**src/rtl/cordic_vec_pkg.sv**
```systemverilog
package cordic_vec_pkg;

  localparam int GUARD_BITS = 2;

  // atan(2^-i) with a half turn scaled to 2^31
  function automatic logic [31:0] atan_q31(input int idx);
    logic [31:0] r;
    case (idx)
      0:  r = 32'd536870912;
      1:  r = 32'd316933406;
      2:  r = 32'd167458907;
      3:  r = 32'd85004756;
      4:  r = 32'd42667331;
      5:  r = 32'd21354465;
      6:  r = 32'd10679838;
      7:  r = 32'd5340245;
      8:  r = 32'd2670163;
      9:  r = 32'd1335087;
      10: r = 32'd667544;
      11: r = 32'd333772;
      12: r = 32'd166886;
      13: r = 32'd83443;
      14: r = 32'd41722;
      15: r = 32'd20861;
      16: r = 32'd10430;
      17: r = 32'd5215;
      18: r = 32'd2608;
      19: r = 32'd1304;
      20: r = 32'd652;
      21: r = 32'd326;
      22: r = 32'd163;
      23: r = 32'd81;
      24: r = 32'd41;
      25: r = 32'd20;
      26: r = 32'd10;
      27: r = 32'd5;
      28: r = 32'd3;
      29: r = 32'd1;
      30: r = 32'd1;
      default: r = 32'd0;
    endcase
    return r;
  endfunction

  // rounded rescale to an aw-bit angle word (aw in 2..31)
  function automatic logic [31:0] atan_scaled(input int idx, input int aw);
    logic [32:0] sum;
    sum = {1'b0, atan_q31(idx)} + (33'd1 << (31 - aw));
    return 32'(sum >> (32 - aw));
  endfunction

endpackage

```
**src/rtl/cordic_vec_prerot.sv**
```systemverilog
module cordic_vec_prerot #(
  parameter int DATA_W = 16,
  parameter int IW     = 18,
  parameter int AW     = 16
) (
  input  logic                 clk,
  input  logic                 rst_n,
  input  logic                 v_in,
  input  logic signed [DATA_W-1:0] x_in,
  input  logic signed [DATA_W-1:0] y_in,
  input  logic        [AW-1:0] z_in,
  output logic                 v_q,
  output logic signed [IW-1:0] x_q,
  output logic signed [IW-1:0] y_q,
  output logic        [AW-1:0] z_q
);

  localparam logic [AW-1:0] QUARTER = AW'(1) << (AW - 2);

  logic signed [IW-1:0] x_ext, y_ext, x_n, y_n;
  logic        [AW-1:0] z_n;

  always_comb begin
    x_ext = IW'(x_in);
    y_ext = IW'(y_in);
    x_n   = x_ext;
    y_n   = y_ext;
    z_n   = z_in;
    if (x_ext[IW-1]) begin
      if (!y_ext[IW-1]) begin
        // quarter turn clockwise
        x_n = y_ext;
        y_n = -x_ext;
        z_n = z_in + QUARTER;
      end else begin
        // quarter turn counter-clockwise
        x_n = -y_ext;
        y_n = x_ext;
        z_n = z_in - QUARTER;
      end
    end
  end

  always_ff @(posedge clk or negedge rst_n) begin
    if (!rst_n) v_q <= 1'b0;
    else        v_q <= v_in;
  end

  always_ff @(posedge clk or negedge rst_n) begin
    if (!rst_n) begin
      x_q <= '0;
      y_q <= '0;
      z_q <= '0;
    end else if (v_in) begin
      x_q <= x_n;
      y_q <= y_n;
      z_q <= z_n;
    end
  end

  assert_right_half_R6: assert property (@(posedge clk) disable iff (!rst_n)
    v_in |=> (x_q >= 0));

  assert_valid_step_R2: assert property (@(posedge clk) disable iff (!rst_n)
    v_in |=> v_q);

endmodule

```
**src/rtl/cordic_vec_stage.sv**
```systemverilog
module cordic_vec_stage #(
  parameter int            IW    = 18,
  parameter int            AW    = 16,
  parameter int            SHIFT = 0,
  parameter logic [AW-1:0] ATAN  = '0
) (
  input  logic                 clk,
  input  logic                 rst_n,
  input  logic                 v_in,
  input  logic signed [IW-1:0] x_in,
  input  logic signed [IW-1:0] y_in,
  input  logic        [AW-1:0] z_in,
  output logic                 v_q,
  output logic signed [IW-1:0] x_q,
  output logic signed [IW-1:0] y_q,
  output logic        [AW-1:0] z_q
);

  logic                 cw;
  logic signed [IW-1:0] x_sh, y_sh, x_n, y_n;
  logic        [AW-1:0] z_n;

  always_comb begin
    cw   = ~y_in[IW-1];
    x_sh = x_in >>> SHIFT;
    y_sh = y_in >>> SHIFT;
    if (cw) begin
      x_n = x_in + y_sh;
      y_n = y_in - x_sh;
      z_n = z_in + ATAN;
    end else begin
      x_n = x_in - y_sh;
      y_n = y_in + x_sh;
      z_n = z_in - ATAN;
    end
  end

  always_ff @(posedge clk or negedge rst_n) begin
    if (!rst_n) v_q <= 1'b0;
    else        v_q <= v_in;
  end

  always_ff @(posedge clk or negedge rst_n) begin
    if (!rst_n) begin
      x_q <= '0;
      y_q <= '0;
      z_q <= '0;
    end else if (v_in) begin
      x_q <= x_n;
      y_q <= y_n;
      z_q <= z_n;
    end
  end

  assert_valid_carry_R3: assert property (@(posedge clk) disable iff (!rst_n)
    !v_in |=> !v_q);

  assert_x_grows_R9: assert property (@(posedge clk) disable iff (!rst_n)
    (v_in && x_in >= 0) |=> (x_q >= $past(x_in)));

endmodule

```
**src/rtl/cordic_vec_pipe.sv**
```systemverilog
module cordic_vec_pipe #(
  parameter int DATA_W = 16,
  parameter int ANG_W  = 16,
  parameter int STAGES = 16
) (
  input  logic                    clk,
  input  logic                    rst_n,
  input  logic                    in_valid,
  input  logic signed [DATA_W-1:0] in_x,
  input  logic signed [DATA_W-1:0] in_y,
  input  logic [ANG_W-1:0]        in_phase,
  output logic                    out_valid,
  output logic [DATA_W+1:0]       out_mag,
  output logic [ANG_W-1:0]        out_phase
);

  localparam int IW = DATA_W + cordic_vec_pkg::GUARD_BITS;

  logic                 v_s [STAGES+1];
  logic signed [IW-1:0] x_s [STAGES+1];
  logic signed [IW-1:0] y_s [STAGES+1];
  logic    [ANG_W-1:0]  z_s [STAGES+1];

  cordic_vec_prerot #(.DATA_W(DATA_W), .IW(IW), .AW(ANG_W)) u_prerot (
    .clk   (clk),
    .rst_n (rst_n),
    .v_in  (in_valid),
    .x_in  (in_x),
    .y_in  (in_y),
    .z_in  (in_phase),
    .v_q   (v_s[0]),
    .x_q   (x_s[0]),
    .y_q   (y_s[0]),
    .z_q   (z_s[0])
  );

  for (genvar g = 0; g < STAGES; g++) begin : g_stage
    cordic_vec_stage #(
      .IW    (IW),
      .AW    (ANG_W),
      .SHIFT (g),
      .ATAN  (ANG_W'(cordic_vec_pkg::atan_scaled(g, ANG_W)))
    ) u_stage (
      .clk   (clk),
      .rst_n (rst_n),
      .v_in  (v_s[g]),
      .x_in  (x_s[g]),
      .y_in  (y_s[g]),
      .z_in  (z_s[g]),
      .v_q   (v_s[g+1]),
      .x_q   (x_s[g+1]),
      .y_q   (y_s[g+1]),
      .z_q   (z_s[g+1])
    );
  end

  assign out_valid = v_s[STAGES];
  assign out_mag   = x_s[STAGES];
  assign out_phase = z_s[STAGES];

  assert_mag_sign_R9: assert property (@(posedge clk) disable iff (!rst_n)
    out_valid |-> !out_mag[DATA_W+1]);

  assert_reset_quiet_R1: assert property (@(posedge clk)
    !rst_n |-> !out_valid);

endmodule

```
**config.mk**
```make
export PLATFORM = sky130hd
export DESIGN_NAME = cordic_vec_pipe
export DESIGN_NICKNAME = d
export VERILOG_FILES = /design/src/rtl/cordic_vec_pkg.sv /design/src/rtl/cordic_vec_prerot.sv /design/src/rtl/cordic_vec_stage.sv /design/src/rtl/cordic_vec_pipe.sv
export SDC_FILE = /design/constraint.sdc
export NUM_CORES = 2
export LEC_CHECK = 0
export ABC_AREA = 1
export ABC_CLOCK_PERIOD_IN_PS = 8800
export CORE_MARGIN = 3
export CORE_UTILIZATION = 38
export DETAILED_ROUTE_END_ITERATION = 16
export GPL_ROUTABILITY_DRIVEN = 0
export GPL_TIMING_DRIVEN = 0
export PLACE_DENSITY = 0.55
export SYNTH_ARGS = -nofsm -noshare
export SYNTH_HDL_FRONTEND = slang
export SYNTH_HIERARCHICAL = 1
export SYNTH_SLANG_ARGS = --single-unit
```
**constraint.sdc**
```tcl
create_clock -name clk -period 8.8 [get_ports clk]
set_clock_uncertainty 0.2 [all_clocks]
set_input_delay 1.76 -clock clk [delete_from_list [all_inputs] [get_ports clk]]
set_output_delay 1.76 -clock clk [all_outputs]
set_load 0.01 [all_outputs]
```
---- Yosys cells after proc, flatten, opt, wreduce, memory -nomap -nowiden ----
Cells that the tools add are included.
storage, ports and cells
  input bits .............................. 51
  flip-flop bits (word level) ............. 883
  output and inout bits ................... 35
  word-level logic and storage cells ...... 214
cells by class
  add/sub/neg operators ................... 95
  multiplexer cells ....................... 52
operators with widths
  operator                      count
  two-way mux 18 bit            35
  two-way mux 16 bit            17
  adder 18 x 10 -> 18 bit       2
  adder 18 x 11 -> 18 bit       2
  adder 18 x 12 -> 18 bit       2
  adder 18 x 13 -> 18 bit       2
  adder 18 x 14 -> 18 bit       2
  adder 18 x 15 -> 18 bit       2
  adder 18 x 16 -> 18 bit       2
  adder 18 x 17 -> 18 bit       2
  adder 18 x 4 -> 18 bit        2
  adder 18 x 5 -> 18 bit        2
  adder 18 x 6 -> 18 bit        2
  adder 18 x 7 -> 18 bit        2
  adder 18 x 8 -> 18 bit        2
  adder 18 x 9 -> 18 bit        2
  negator 16 -> 18 bit          2
  subtractor 18 x 10 -> 18 bit  2
  subtractor 18 x 11 -> 18 bit  2
  subtractor 18 x 12 -> 18 bit  2
  subtractor 18 x 13 -> 18 bit  2
  subtractor 18 x 14 -> 18 bit  2
  subtractor 18 x 15 -> 18 bit  2
  subtractor 18 x 16 -> 18 bit  2
  41 further kinds              51

---- Depth between registers and ports, before layout ----
  depth in word-level cells ............... 3
  gate-level depth with buffers ........... 22
  depth with buffers taken out ............ 22

---- Modules after synthesis ----
The synthesis kept the hierarchy.
modules (own cells, without submodules)
  module                                   times used  sequential area each (µm²)  area each (µm²)  cells each
  cordic_vec_stage at g_stage[3].u_stage   1           1326.3                      5417.7           840
  cordic_vec_stage at g_stage[0].u_stage   1           1301.2                      5367.6           824
  cordic_vec_stage at g_stage[1].u_stage   1           1326.3                      5300.1           820
  cordic_vec_stage at g_stage[2].u_stage   1           1326.3                      5292.6           810
  cordic_vec_stage at g_stage[4].u_stage   1           1326.3                      5275.1           810
  cordic_vec_stage at g_stage[6].u_stage   1           1326.3                      5211.2           798
  cordic_vec_stage at g_stage[5].u_stage   1           1326.3                      5166.2           794
  cordic_vec_stage at g_stage[7].u_stage   1           1326.3                      5159.9           789
  cordic_vec_stage at g_stage[8].u_stage   1           1326.3                      5132.4           777
  cordic_vec_stage at g_stage[11].u_stage  1           1326.3                      5052.3           773
  cordic_vec_stage at g_stage[10].u_stage  1           1326.3                      4997.3           757
  cordic_vec_stage at g_stage[12].u_stage  1           1326.3                      4986.0           759
  cordic_vec_stage at g_stage[9].u_stage   1           1326.3                      4983.5           761
  cordic_vec_stage at g_stage[13].u_stage  1           1326.3                      4958.5           757
  3 more rows                              --          --                          --               --

---- Worst setup path before layout ----
Ideal clock, no wire load.
  kind .................................... input to register
  start ................................... input in_y[0]
  end ..................................... register u_prerot.x_q[10]
  stages on the path ...................... 11
  setup slack ............................. 5.894 ns
  required time ........................... 8.483 ns
  arrival time ............................ 2.590 ns
  setup time .............................. 0.117 ns
  path buffers ............................ 0
  cells stage by stage .................... inv_1 ha_1 nand3_1 nand2_1 nand2_1 inv_2 nand2_1 nand2_1 nand3_1 nand2_1 nand2_1
on the way
  longest elaborated chain between the ends .. 3
RTL lines
  what                  line                     source
  start, declared       cordic_vec_pipe.sv:10    input logic signed [DATA_W-1:0] in_y,
  negator 16 -> 18 bit  cordic_vec_prerot.sv:37  x_n = -y_ext;
  two-way mux 18 bit    cordic_vec_prerot.sv:30  if (!y_ext[IW-1]) begin
  two-way mux 18 bit    cordic_vec_prerot.sv:29  if (x_ext[IW-1]) begin
  end signal, assigned  cordic_vec_prerot.sv:55  x_q <= x_n;
  end, declared         cordic_vec_prerot.sv:13  output logic signed [IW-1:0] x_q,
No other way between the ends.
A chain may end at the register's enable or synchronous reset.

---- Worst setup path in the final report ----
  start ................................... register g_stage[6].u_stage.y_q[17]
  end ..................................... register g_stage[7].u_stage.x_q[6]
on the way
  longest elaborated chain between the ends .. 1
RTL lines
  what                    line                    source
  start, declared         cordic_vec_stage.sv:15  output logic signed [IW-1:0] y_q,
  start signal, assigned  cordic_vec_stage.sv:50  y_q <= y_n;
  two-way mux 18 bit      cordic_vec_stage.sv:27  if (cw) begin
  end signal, assigned    cordic_vec_stage.sv:49  x_q <= x_n;
  end, declared           cordic_vec_stage.sv:14  output logic signed [IW-1:0] x_q,
No other way between the ends.

==> results.md <==
- Nature of the critical path endpoint: flop
- Crit path max fanout: 15
- Die height: 470 um
- Synthesis warning total: 6
- Fmax: 0.265 GHz
- Number of buffers added by the clock tree synthesis step: 107
- Area growth from synthesis to layout: 10.2%
- Wirelength per Cell: approximately 16 um
- Run status: completed
- Via-per-instance ratio: 5.14
- Starting density of the core: between 30% and 40%
- Gr usage total: 22.8%
- Gate count after technology mapping: 12,458
- Final layout net count: ~14,000
- Hold bufs inserted after CTS: 0
- Mapped Avg Cell Area: 6.55 sq um
- Syn Nets: 13,338
- Global-route wire length before repair: 412,000 um
- Setup slack on the worst flop-to-flop path: roughly 5000 ps
- Unrepaired setup endpoints after global routing: no
- Worst-case headroom to the max-slew limit: 41.8%
- Maximum number of pins on one net before global-route repair: roughly 120
- Setup Viol. Count Final: 0
- Worst-path cell chain: buf_2, inv_2, buf_2, nand2_1, xor2_1, ha_1, a21oi_1, nand2_1, nand3_1, nand2_1, xnor2_1, o21ai_1
- Resized Gates After CTS: 0
- Number of violations of the max-capacitance limit: 0
- Buffer count from post-CTS setup fixing: 0
- Residual antenna-violating net count after detailed routing: 0
- Arrival time worst endpoint: between 4000 and 5000 ps
- Detailed-route wire length: 257,000 um
- Data required time of the critical path: about 9200 ps
- Share of cells above drive strength 1: 5.33%
- Number of clock sinks seen by CTS: 867
- Initial antenna violation count: 2
- Total count of max-transition violations in the final report: 0
- Port Buf Inserts: 85
- Setup TNS: 0 ps
- Detailed-placement wirelength estimate: 211,000 um
- Worst min-delay path startpoint: g_stage[1].u_stage/v_q
- Number of ports placed on the die boundary: 86
- Core box area: 213,000 sq um
- Clock Latency Late Sink: 750 ps
- Path type of the worst min-delay path: flop to flop
- Category of the worst setup path launch point: flop
- First-iteration detailed-routing DRC count: 6,408
- End point of the worst hold path: g_stage[2].u_stage/v_q
- Number of cells on the worst hold path: 0
- Tcrit/Tclk final: between 40 and 50%
- Master of the slowest instance on the critical path: sky130_fd_sc_hd__dfrtp_1
- Length in cells of the worst reg-to-reg path: 12
- Beginning of the worst register-to-register path: g_stage[6].u_stage/y_q[17]
- Via count: 80,058
- Worst reg2reg endpoint: g_stage[7].u_stage/x_q[6]
- Min Tclk post-route: between 3000 and 4000 ps
- Die footprint: 220,000 sq um
- DRC violation count after routing: 0
- Actual slew at the worst max-slew pin: 863 ps
- Critical Path Most Common Cell: sky130_fd_sc_hd__nand2_1
- Floorplan row count: roughly 170
- Total congestion overflow: 0
- Syn Std Cell Area: 81,700 sq um
- Max clock buf depth: 3
- Antenna diode count: 0
- TritonCTS clock tree: done
- Crit Path Category: flop to flop
- Chip Width: 470 um
- Number of levels in the clock H-tree: 3
- Clock Root Buffer: sky130_fd_sc_hd__clkbuf_16
- Via count of the first global-routing pass: between 70,000 and 80,000
- Number of failing hold endpoints at the final stage: 0
- Clock-pin slew on the worst setup and hold paths: about 60 ps
- Highest cell delay on the worst timing path: 840 ps
- Router iterations before antenna repair: 6
## worst max-delay path: cells and delay by family (launching register included)
family / cells / cell delay (ps)
AND/OR/NAND/NOR: 4 / 450
AO/OA/AOI/OAI: 2 / 370
flip-flops: 1 / 840
buffers and inverters: 3 / 790
adder cells (fa/ha/maj): 1 / 350
XOR/XNOR: 2 / 650
## final cells by class
class,count,area [sq um]
plain buffers,258,1370
clock buffers,147,3060
clock inverters,51,683
fillers,22298,123000
inverters,1360,5120
multi-input cells,9973,53500
flip-flops and latches,867,21700
well taps,2821,3530
repair buffers,93,1080
## state kept, by name, summed over array words and instances (netlist names)
name and flops:
g_stage.u_stage/v_q 16, g_stage.u_stage/y_q 255, g_stage.u_stage/x_q 287, u_prerot/z_q 16, u_prerot/v_q 1, u_prerot/x_q 18, g_stage.u_stage/z_q 256, u_prerot/y_q 18
## worst max path at each step
stage,start,cells past startpoint,end,slack (ps)
CTS,g_stage[15].u_stage/x_q[13],1,out_mag[13],5040
detailed placement,rst_n,5,g_stage[10].u_stage/y_q[11],4500
finish,g_stage[6].u_stage/y_q[17],12,g_stage[7].u_stage/x_q[6],5020
global placement,rst_n,1,g_stage[10].u_stage/y_q[15],-34450
global route,g_stage[6].u_stage/y_q[17],12,g_stage[7].u_stage/x_q[6],4830
floorplan,in_y[0],11,u_prerot/x_q[10],5890
## through the flow
step | utilization (%) | area (sq um) | cells | setup slack (ps) | hold WS [ps]
floorplan | - | 81700 | 12458 | 5890 | 149
CTS | 42.3 | 90000 | 15570 | 5040 | 170
finish | 42.3 | 90000 | 15570 | 5020 | 170
global placement | 40.4 | 86000 | 15364 | -34450 | 160
detailed placement | 40.5 | 86300 | 15372 | 4500 | 159
global route | 42.3 | 90000 | 15570 | 4830 | 177
## cells in the final DEF (no fill, tap or decap), types with 192 or more instances in the layout
cell type / count
sky130_fd_sc_hd__a21oi_1: 711
sky130_fd_sc_hd__ha_1: 782
sky130_fd_sc_hd__nor2_1: 931
sky130_fd_sc_hd__nand2_1: 4458
sky130_fd_sc_hd__inv_1: 1313
sky130_fd_sc_hd__xor2_1: 210
sky130_fd_sc_hd__dfrtp_1: 867
sky130_fd_sc_hd__xnor2_1: 278
sky130_fd_sc_hd__nand3_1: 956
sky130_fd_sc_hd__o21ai_0: 569
sky130_fd_sc_hd__nand3b_1: 192
## routing by layer
metal	GRT usage, %	part of all wire, %	routed length [um]	up-vias
met3	2.09	4.6	11900	318
met2	35.4	43	110000	1816
met4	5.28	2.3	6010	0
li1	-	-	-	40608
met5	0	0	0	-
met1	33.9	50	129000	37316
Power is not shown: default switching activity piles up to over one toggle a cycle in this logic, so the estimate is an artifact.
